$ cat src/rtl/srx_pkg.sv
package srx_pkg;
  // Oversampling tick at which the start bit is checked (half a bit in).
  function automatic int mid_index(input int os_rate);
    return (os_rate / 2) - 1;
  endfunction

  // Number of oversampling ticks in the stale-data window.
  function automatic int stale_ticks(input int bit_times, input int os_rate);
    return bit_times * os_rate;
  endfunction

  typedef enum logic [2:0] {
    RX_IDLE, RX_START, RX_DATA, RX_STOP, RX_HOLD
  } rx_state_e;
endpackage

$ cat src/rtl/srx_deser.sv
module srx_deser #(
  parameter int OS_RATE   = 16,
  parameter int DATA_BITS = 8
) (
  input  logic                 clk,
  input  logic                 rst_n,
  input  logic                 os_tick_i,
  input  logic                 rxd_i,
  output logic                 start_ok_o,
  output logic                 char_done_o,
  output logic [DATA_BITS-1:0] char_data_o,
  output logic                 char_ferr_o
);
  import srx_pkg::*;

  localparam int CW = $clog2(OS_RATE);
  localparam int BW = $clog2(DATA_BITS + 1);
  localparam logic [CW-1:0] MID_C  = CW'(mid_index(OS_RATE));
  localparam logic [CW-1:0] LAST_C = CW'(OS_RATE - 1);
  localparam logic [BW-1:0] NBIT_C = BW'(DATA_BITS - 1);

  logic [1:0]           sync_q;
  logic                 line;
  rx_state_e            state_q;
  logic [CW-1:0]        tick_cnt_q;
  logic [BW-1:0]        bit_idx_q;
  logic [DATA_BITS-1:0] shift_q;
  logic                 done_q, ferr_q, start_q;

  always_ff @(posedge clk or negedge rst_n) begin
    if (!rst_n) sync_q <= 2'b11;
    else        sync_q <= {sync_q[0], rxd_i};
  end
  assign line = sync_q[1];

  always_ff @(posedge clk or negedge rst_n) begin
    if (!rst_n) begin
      state_q    <= RX_IDLE;
      tick_cnt_q <= '0;
      bit_idx_q  <= '0;
      shift_q    <= '0;
      done_q     <= 1'b0;
      ferr_q     <= 1'b0;
      start_q    <= 1'b0;
    end else begin
      done_q  <= 1'b0;
      start_q <= 1'b0;
      case (state_q)
        RX_IDLE: if (os_tick_i && !line) begin
          tick_cnt_q <= '0;
          state_q    <= RX_START;
        end
        RX_START: if (os_tick_i) begin
          if (tick_cnt_q == MID_C) begin
            tick_cnt_q <= '0;
            bit_idx_q  <= '0;
            if (!line) begin
              state_q <= RX_DATA;
              start_q <= 1'b1;
            end else begin
              state_q <= RX_IDLE;
            end
          end else begin
            tick_cnt_q <= tick_cnt_q + 1'b1;
          end
        end
        RX_DATA: if (os_tick_i) begin
          if (tick_cnt_q == LAST_C) begin
            tick_cnt_q <= '0;
            shift_q    <= {line, shift_q[DATA_BITS-1:1]};
            bit_idx_q  <= bit_idx_q + 1'b1;
            if (bit_idx_q == NBIT_C) state_q <= RX_STOP;
          end else begin
            tick_cnt_q <= tick_cnt_q + 1'b1;
          end
        end
        RX_STOP: if (os_tick_i) begin
          if (tick_cnt_q == LAST_C) begin
            tick_cnt_q <= '0;
            done_q     <= 1'b1;
            ferr_q     <= !line;
            state_q    <= line ? RX_IDLE : RX_HOLD;
          end else begin
            tick_cnt_q <= tick_cnt_q + 1'b1;
          end
        end
        RX_HOLD: if (line) state_q <= RX_IDLE;
        default: state_q <= RX_IDLE;
      endcase
    end
  end

  assign start_ok_o  = start_q;
  assign char_done_o = done_q;
  assign char_data_o = shift_q;
  assign char_ferr_o = ferr_q;

  // a finished character is reported for exactly one cycle
  p_done_pulse_r1: assert property (@(posedge clk) disable iff (!rst_n)
    char_done_o |=> !char_done_o);
  // an accepted start bit and a finished character never coincide
  p_start_not_done_r8: assert property (@(posedge clk) disable iff (!rst_n)
    !(start_ok_o && char_done_o));
endmodule

$ cat src/rtl/srx_fifo.sv
module srx_fifo #(
  parameter int WIDTH = 9,
  parameter int DEPTH = 16
) (
  input  logic             clk,
  input  logic             rst_n,
  input  logic             push_i,
  input  logic [WIDTH-1:0] push_data_i,
  input  logic             pop_i,
  output logic [WIDTH-1:0] head_o,
  output logic             empty_o,
  output logic             full_o,
  output logic             push_fire_o,
  output logic             pop_fire_o
);
  localparam int AW = $clog2(DEPTH);
  localparam logic [AW-1:0] LAST_P = AW'(DEPTH - 1);
  localparam logic [AW:0]   DEPTH_C = (AW+1)'(DEPTH);

  logic [WIDTH-1:0] mem_q [DEPTH];
  logic [AW-1:0]    wr_ptr_q, rd_ptr_q;
  logic [AW:0]      count_q;

  function automatic logic [AW-1:0] bump(input logic [AW-1:0] p);
    return (p == LAST_P) ? '0 : p + 1'b1;
  endfunction

  assign empty_o     = (count_q == '0);
  assign full_o      = (count_q == DEPTH_C);
  assign push_fire_o = push_i && !full_o;
  assign pop_fire_o  = pop_i && !empty_o;
  assign head_o      = mem_q[rd_ptr_q];

  always_ff @(posedge clk) begin
    if (push_fire_o) mem_q[wr_ptr_q] <= push_data_i;
  end

  always_ff @(posedge clk or negedge rst_n) begin
    if (!rst_n) begin
      wr_ptr_q <= '0;
      rd_ptr_q <= '0;
      count_q  <= '0;
    end else begin
      if (push_fire_o) wr_ptr_q <= bump(wr_ptr_q);
      if (pop_fire_o)  rd_ptr_q <= bump(rd_ptr_q);
      case ({push_fire_o, pop_fire_o})
        2'b10:   count_q <= count_q + 1'b1;
        2'b01:   count_q <= count_q - 1'b1;
        default: count_q <= count_q;
      endcase
    end
  end

  // occupancy never exceeds the queue depth
  p_count_bound_r2: assert property (@(posedge clk) disable iff (!rst_n)
    count_q <= DEPTH_C);
  // a pop on a single-entry queue with no push leaves it empty
  p_pop_last_r2: assert property (@(posedge clk) disable iff (!rst_n)
    (pop_fire_o && !push_fire_o && count_q == 1) |=> empty_o);
endmodule

$ cat src/rtl/srx_stale_timer.sv
module srx_stale_timer #(
  parameter int OS_RATE   = 16,
  parameter int STALE_BIT = 64
) (
  input  logic clk,
  input  logic rst_n,
  input  logic os_tick_i,
  input  logic restart_i,
  input  logic idle_i,
  output logic stale_o
);
  import srx_pkg::*;

  localparam int LIMIT = stale_ticks(STALE_BIT, OS_RATE);
  localparam int TW    = $clog2(LIMIT + 1);
  localparam logic [TW-1:0] LIMIT_C = TW'(LIMIT);

  logic [TW-1:0] cnt_q;

  always_ff @(posedge clk or negedge rst_n) begin
    if (!rst_n)                       cnt_q <= '0;
    else if (restart_i || idle_i)     cnt_q <= '0;
    else if (os_tick_i && cnt_q != LIMIT_C) cnt_q <= cnt_q + 1'b1;
  end

  assign stale_o = (cnt_q == LIMIT_C);

  // the window counter is held at zero while the queue is empty
  p_idle_clear_r4: assert property (@(posedge clk) disable iff (!rst_n)
    idle_i |=> (cnt_q == '0));
endmodule

$ cat src/rtl/srx_queue_top.sv
module srx_queue_top #(
  parameter int OS_RATE   = 16,
  parameter int DATA_BITS = 8,
  parameter int DEPTH     = 16,
  parameter int STALE_BIT = 64
) (
  input  logic                 clk,
  input  logic                 rst_n,
  input  logic                 os_tick_i,
  input  logic                 rxd_i,
  output logic                 rts_o,
  input  logic                 rd_i,
  output logic [DATA_BITS-1:0] rd_data_o,
  output logic                 rd_ferr_o,
  output logic                 rd_valid_o,
  input  logic                 ovr_clr_i,
  output logic                 ovr_o,
  output logic                 irq_o
);
  localparam int EW = DATA_BITS + 1;

  // Internal events, named for the assertions
  logic                 ev_start, ev_done, ev_ferr, ev_push, ev_pop, ev_stale;
  logic [DATA_BITS-1:0] char_data;
  logic [EW-1:0]        head;
  logic                 q_empty, q_full, ev_drop;
  logic                 rts_q, ovr_q, irq_q;

  srx_deser #(.OS_RATE(OS_RATE), .DATA_BITS(DATA_BITS)) u_deser (
    .clk(clk), .rst_n(rst_n), .os_tick_i(os_tick_i), .rxd_i(rxd_i),
    .start_ok_o(ev_start), .char_done_o(ev_done),
    .char_data_o(char_data), .char_ferr_o(ev_ferr)
  );

  srx_fifo #(.WIDTH(EW), .DEPTH(DEPTH)) u_fifo (
    .clk(clk), .rst_n(rst_n),
    .push_i(ev_done), .push_data_i({ev_ferr, char_data}),
    .pop_i(rd_i), .head_o(head),
    .empty_o(q_empty), .full_o(q_full),
    .push_fire_o(ev_push), .pop_fire_o(ev_pop)
  );

  srx_stale_timer #(.OS_RATE(OS_RATE), .STALE_BIT(STALE_BIT)) u_timer (
    .clk(clk), .rst_n(rst_n), .os_tick_i(os_tick_i),
    .restart_i(ev_push || ev_pop), .idle_i(q_empty), .stale_o(ev_stale)
  );

  assign ev_drop = ev_done && q_full;

  always_ff @(posedge clk or negedge rst_n) begin
    if (!rst_n) begin
      rts_q <= 1'b1;
      ovr_q <= 1'b0;
      irq_q <= 1'b0;
    end else begin
      if (ev_start && q_full) rts_q <= 1'b0;
      else if (!q_full)       rts_q <= 1'b1;
      if (ev_drop)            ovr_q <= 1'b1;
      else if (ovr_clr_i)     ovr_q <= 1'b0;
      irq_q <= q_full || ev_stale;
    end
  end

  assign rts_o      = rts_q;
  assign ovr_o      = ovr_q;
  assign irq_o      = irq_q;
  assign rd_data_o  = head[DATA_BITS-1:0];
  assign rd_ferr_o  = head[DATA_BITS];
  assign rd_valid_o = !q_empty;

  // a start bit accepted on a full queue drops request-to-send
  p_rts_drop_r5: assert property (@(posedge clk) disable iff (!rst_n)
    (ev_start && q_full) |=> !rts_o);
  // overrun stays set until a clear pulse
  p_ovr_sticky_r6: assert property (@(posedge clk) disable iff (!rst_n)
    (ovr_o && !ovr_clr_i) |=> ovr_o);
  // a dropped character never enters the queue
  p_drop_no_push_r6: assert property (@(posedge clk) disable iff (!rst_n)
    ev_drop |-> !ev_push);
  // a stale report only exists while data is held
  p_stale_data_r4: assert property (@(posedge clk) disable iff (!rst_n)
    ev_stale |-> !q_empty);
  // a full queue is signalled on the next cycle
  p_irq_full_r3: assert property (@(posedge clk) disable iff (!rst_n)
    q_full |=> irq_o);
endmodule

$ cat config.mk
export PLATFORM = sky130hd
export DESIGN_NAME = srx_queue_top
export DESIGN_NICKNAME = d
export VERILOG_FILES = /design/src/rtl/srx_pkg.sv /design/src/rtl/srx_deser.sv /design/src/rtl/srx_fifo.sv /design/src/rtl/srx_stale_timer.sv /design/src/rtl/srx_queue_top.sv
export SDC_FILE = /design/constraint.sdc
export NUM_CORES = 1
export LEC_CHECK = 0
export CORE_MARGIN = 5
export CORE_UTILIZATION = 60
export CTS_CLUSTER_DIAMETER = 200
export DETAILED_ROUTE_END_ITERATION = 7
export PLACE_DENSITY = 0.77
export SLEW_MARGIN = 20
export SYNTH_ARGS = -nofsm -noshare
export SYNTH_HDL_FRONTEND = slang
export SYNTH_SLANG_ARGS = --single-unit
$ cat constraint.sdc
create_clock -name clk -period 3.95 [get_ports clk]
set_input_delay 0.395 -clock clk [delete_from_list [all_inputs] [get_ports clk]]
set_output_delay 0.395 -clock clk [all_outputs]
set_load 0.02 [all_outputs]
==> flow_summary_export.csv <==
group,metric,value,unit
finish,syn2layout_area_growth,11.1,%
placement,placed_cell_area,0.00862,mm^2
hold_path,whs_endpoint,"u_deser.sync_q[1]",
clocking,numClockSinks,195,
setup_path,worstSetupStartpointType,"flip-flop",
global_route,grt_max_degree,37,
timing,period_share,0.848,
global_route,grt_overflow,0,
setup_path,path_max_fanout,11,
timing,worst_pin_slew,1.01,ns
yosys,yosysWarnings,0,
yosys,synth-async-reset-ratio,0.262,
route,vias,4544,
setup_path,rr_startpoint,"u_fifo.count_q[2]",
timing,finalHoldViolCount,0,
setup_path,r2r_slack,0.60,ns
route,viasPerCell,6.12,
finish,num-nets-final,573,
clocking,cts_root_buf,"clkbuf_16",
yosys,postSynthAreaPerCell,15.5,um^2
global_route,grtUsageTotal,0.198,
finish,drive_gt1_frac,0.148,
clocking,cts_buffers,17,
hold_path,hp-class,"flip-flop to flip-flop",
setup_path,end_kind,"flip-flop",
hold_path,min_from,"u_deser.sync_q[0]",
placement,gp_congestion,0.840,
setup_path,crit-reg2reg-capture,"u_fifo.count_q[4]",
finish,final_common_cell,"edfxtp_1",
placement,dp_hpwl,9.81,mm
clocking,h-tree-depth,4,
timing,rsz0062_at_grt,"no",
timing,setup_tns,0,ns
flow_run,max_cap_violations,0,
power,power_leakage,0.00338,uW
clocking,clock_path_buffers,2,
clocking,clk_latency,0.43,ns
finish,insertedDiodeCount,0,
yosys,yosysSeqAreaShare,0.678,
finish,fin_area,0.00918,mm^2
floorplanning,start_util,0.619,
floorplanning,num_rows,42,
route,finalWirelength,15.2,mm
setup_path,ff2ff_path_depth,10,
route,drtIter0Drc,329,
timing,maxSlewHeadroom,0.323,
yosys,synth_cells,532,
setup_path,critPathArrivalTime,3.70,ns
yosys,yosys_register_bits,195,
floorplanning,io_pins,19,
timing,final-setup-viol-count,0,
timing,fin_crit,3.35,ns
run_status,status,"completed",
setup_path,cp.required,4.30,ns
power,vdd_drop_max,0.294,mV
placement,io_buffers,18,
global_route,grt_pass1_vias,4441,
floorplanning,die_x,127,um
timing,fmax,299,MHz
power,powerDensity,585,mW/mm^2
hold_path,hold_depth,0,
timing,slew_viol_final,0,
yosys,syn_nets,551,
yosys,synthFlopType,"edfxtp_1",
floorplanning,core,0.0133,mm^2
route,wl_per_cell,20.5,um
yosys,synth_cell_type_count,57,
global_route,antenna_found_initial,0,
yosys,syn_area,0.00826,mm^2
setup_path,crit_type,"flip-flop to flip-flop",
yosys,synth_edf_count,144,
route,post-route-drc-count,0,
clocking,cts_tree,"built",
clocking,postCtsSetupRepairBufs,0,
floorplanning,design.die.area,0.0162,mm^2
global_route,grt_pass1_wl,24.6,mm
route,ant_nets,0,
timing,fin_skew,0.00591,ns
floorplanning,die_h,127,um
clocking,clk_pin_slew,0.07,ns
route,dr.pass1.iters,5,
finish,final_cell_mix,"edfxtp_1, dfrtp_1, mux2i_1",
critical path, stage by stage, from the launching register on:
cell	delay [ns]
dfrtp_1	0.54
nor4_4	0.09
a21boi_0	0.81
inv_1	0.20
ha_1	0.37
xor2_1	0.18
ha_1	0.25
and4b_1	0.19
a221o_1	0.26
o21ai_0	0.21
xnor2_1	0.16
layout make-up:
class,instances,area [um^2]
well taps,176,220
inverters,14,52.6
multi-input cells,295,2470
flip-flops and latches,195,5610
clock buffers,17,425
clock inverters,15,123
fillers,878,4170
repair buffers,31,288
routing by layer:
| layer | routed length [um] | part of all wire | GRT usage | up-vias |
|---|---|---|---|---|
| met3 | 636 | 0.042 | 0.0405 | 16 |
| met1 | 6470 | 0.42 | 0.265 | 2311 |
| li1 | - | - | - | 2103 |
| met2 | 8010 | 0.53 | 0.334 | 114 |
| met4 | 130 | 0.0085 | 0.0530 | 0 |
| met5 | 0 | 0 | 0 | - |
power breakdown:
part / switching (uW) / total [uW] / internal [uW]
clock: 764 / 1590 / 821
sequential: 221 / 2480 / 2260
combinational: 687 / 1310 / 618
timing repair:
item | 4_1_cts | 5_1_grt
endpoints found under the hold margin | 20 | 0
resized for setup | 0 | 0
hold buffers | 1 | 0
synthesized netlist by cell type (12+ instances only):
master | n | share of area
ha_1 | 13 | 0.020
nand2_1 | 29 | 0.013
mux2i_1 | 38 | 0.046
buf_2 | 14 | 0.0085
xor2_1 | 12 | 0.013
dfrtp_1 | 48 | 0.15
a221oi_1 | 18 | 0.019
o21ai_0 | 16 | 0.0097
nor2_1 | 29 | 0.013
edfxtp_1 | 144 | 0.52
inv_1 | 13 | 0.0059
mux2_2 | 12 | 0.016
mux4_2 | 18 | 0.049
cells by family after synthesis:
family	count (synthesis)	synth area share
AO/OA/AOI/OAI	80	0.0735
XOR/XNOR	22	0.0233
adder cells (fa/ha/maj)	13	0.0197
buffers and inverters	42	0.0230
flip-flops	195	0.678
multiplexers	68	0.111
AND/OR/NAND/NOR	112	0.0706
sequential cells by signal, summed over array words and instances (netlist names), 2 cells and up:
signal / count
u_timer.cnt_q: 11
u_deser.sync_q: 2
u_deser.state_q: 3
u_deser.char_data_o: 8
u_fifo.mem_q: 144
u_deser.bit_idx_q: 4
u_fifo.count_q: 5
u_deser.tick_cnt_q: 4
u_fifo.rd_ptr_q: 4
u_fifo.wr_ptr_q: 4
stage by stage:
step / power (uW) / utilization / setup WS, ns / instances / hold slack, ns
3_5_place_dp: 3810 / 0.646 / 0.648 / 710 / 0.355
3_3_place_gp: 3770 / 0.646 / 0.893 / 710 / 0.348
2_1_floorplan: 3440 / - / 1.11 / 532 / 0.0994
5_1_grt: 5620 / 0.688 / 0.336 / 743 / 0.360
6_report: 5370 / 0.688 / 0.600 / 743 / 0.356
4_1_cts: 5400 / 0.688 / 0.601 / 743 / 0.359
worst max path at each step:
stage / slack, ns / startpoint / endpoint
floorplan: 1.11 / u_fifo.count_q[1] / u_fifo.count_q[4]
global placement: 0.89 / u_fifo.count_q[1] / u_fifo.count_q[4]
detailed placement: 0.65 / u_fifo.count_q[1] / u_fifo.count_q[4]
CTS: 0.60 / u_fifo.count_q[2] / u_fifo.count_q[4]
global route: 0.34 / u_fifo.count_q[2] / u_fifo.count_q[4]
finish: 0.60 / u_fifo.count_q[2] / u_fifo.count_q[4]
Note: power is estimated with default switching activity, not from simulation.
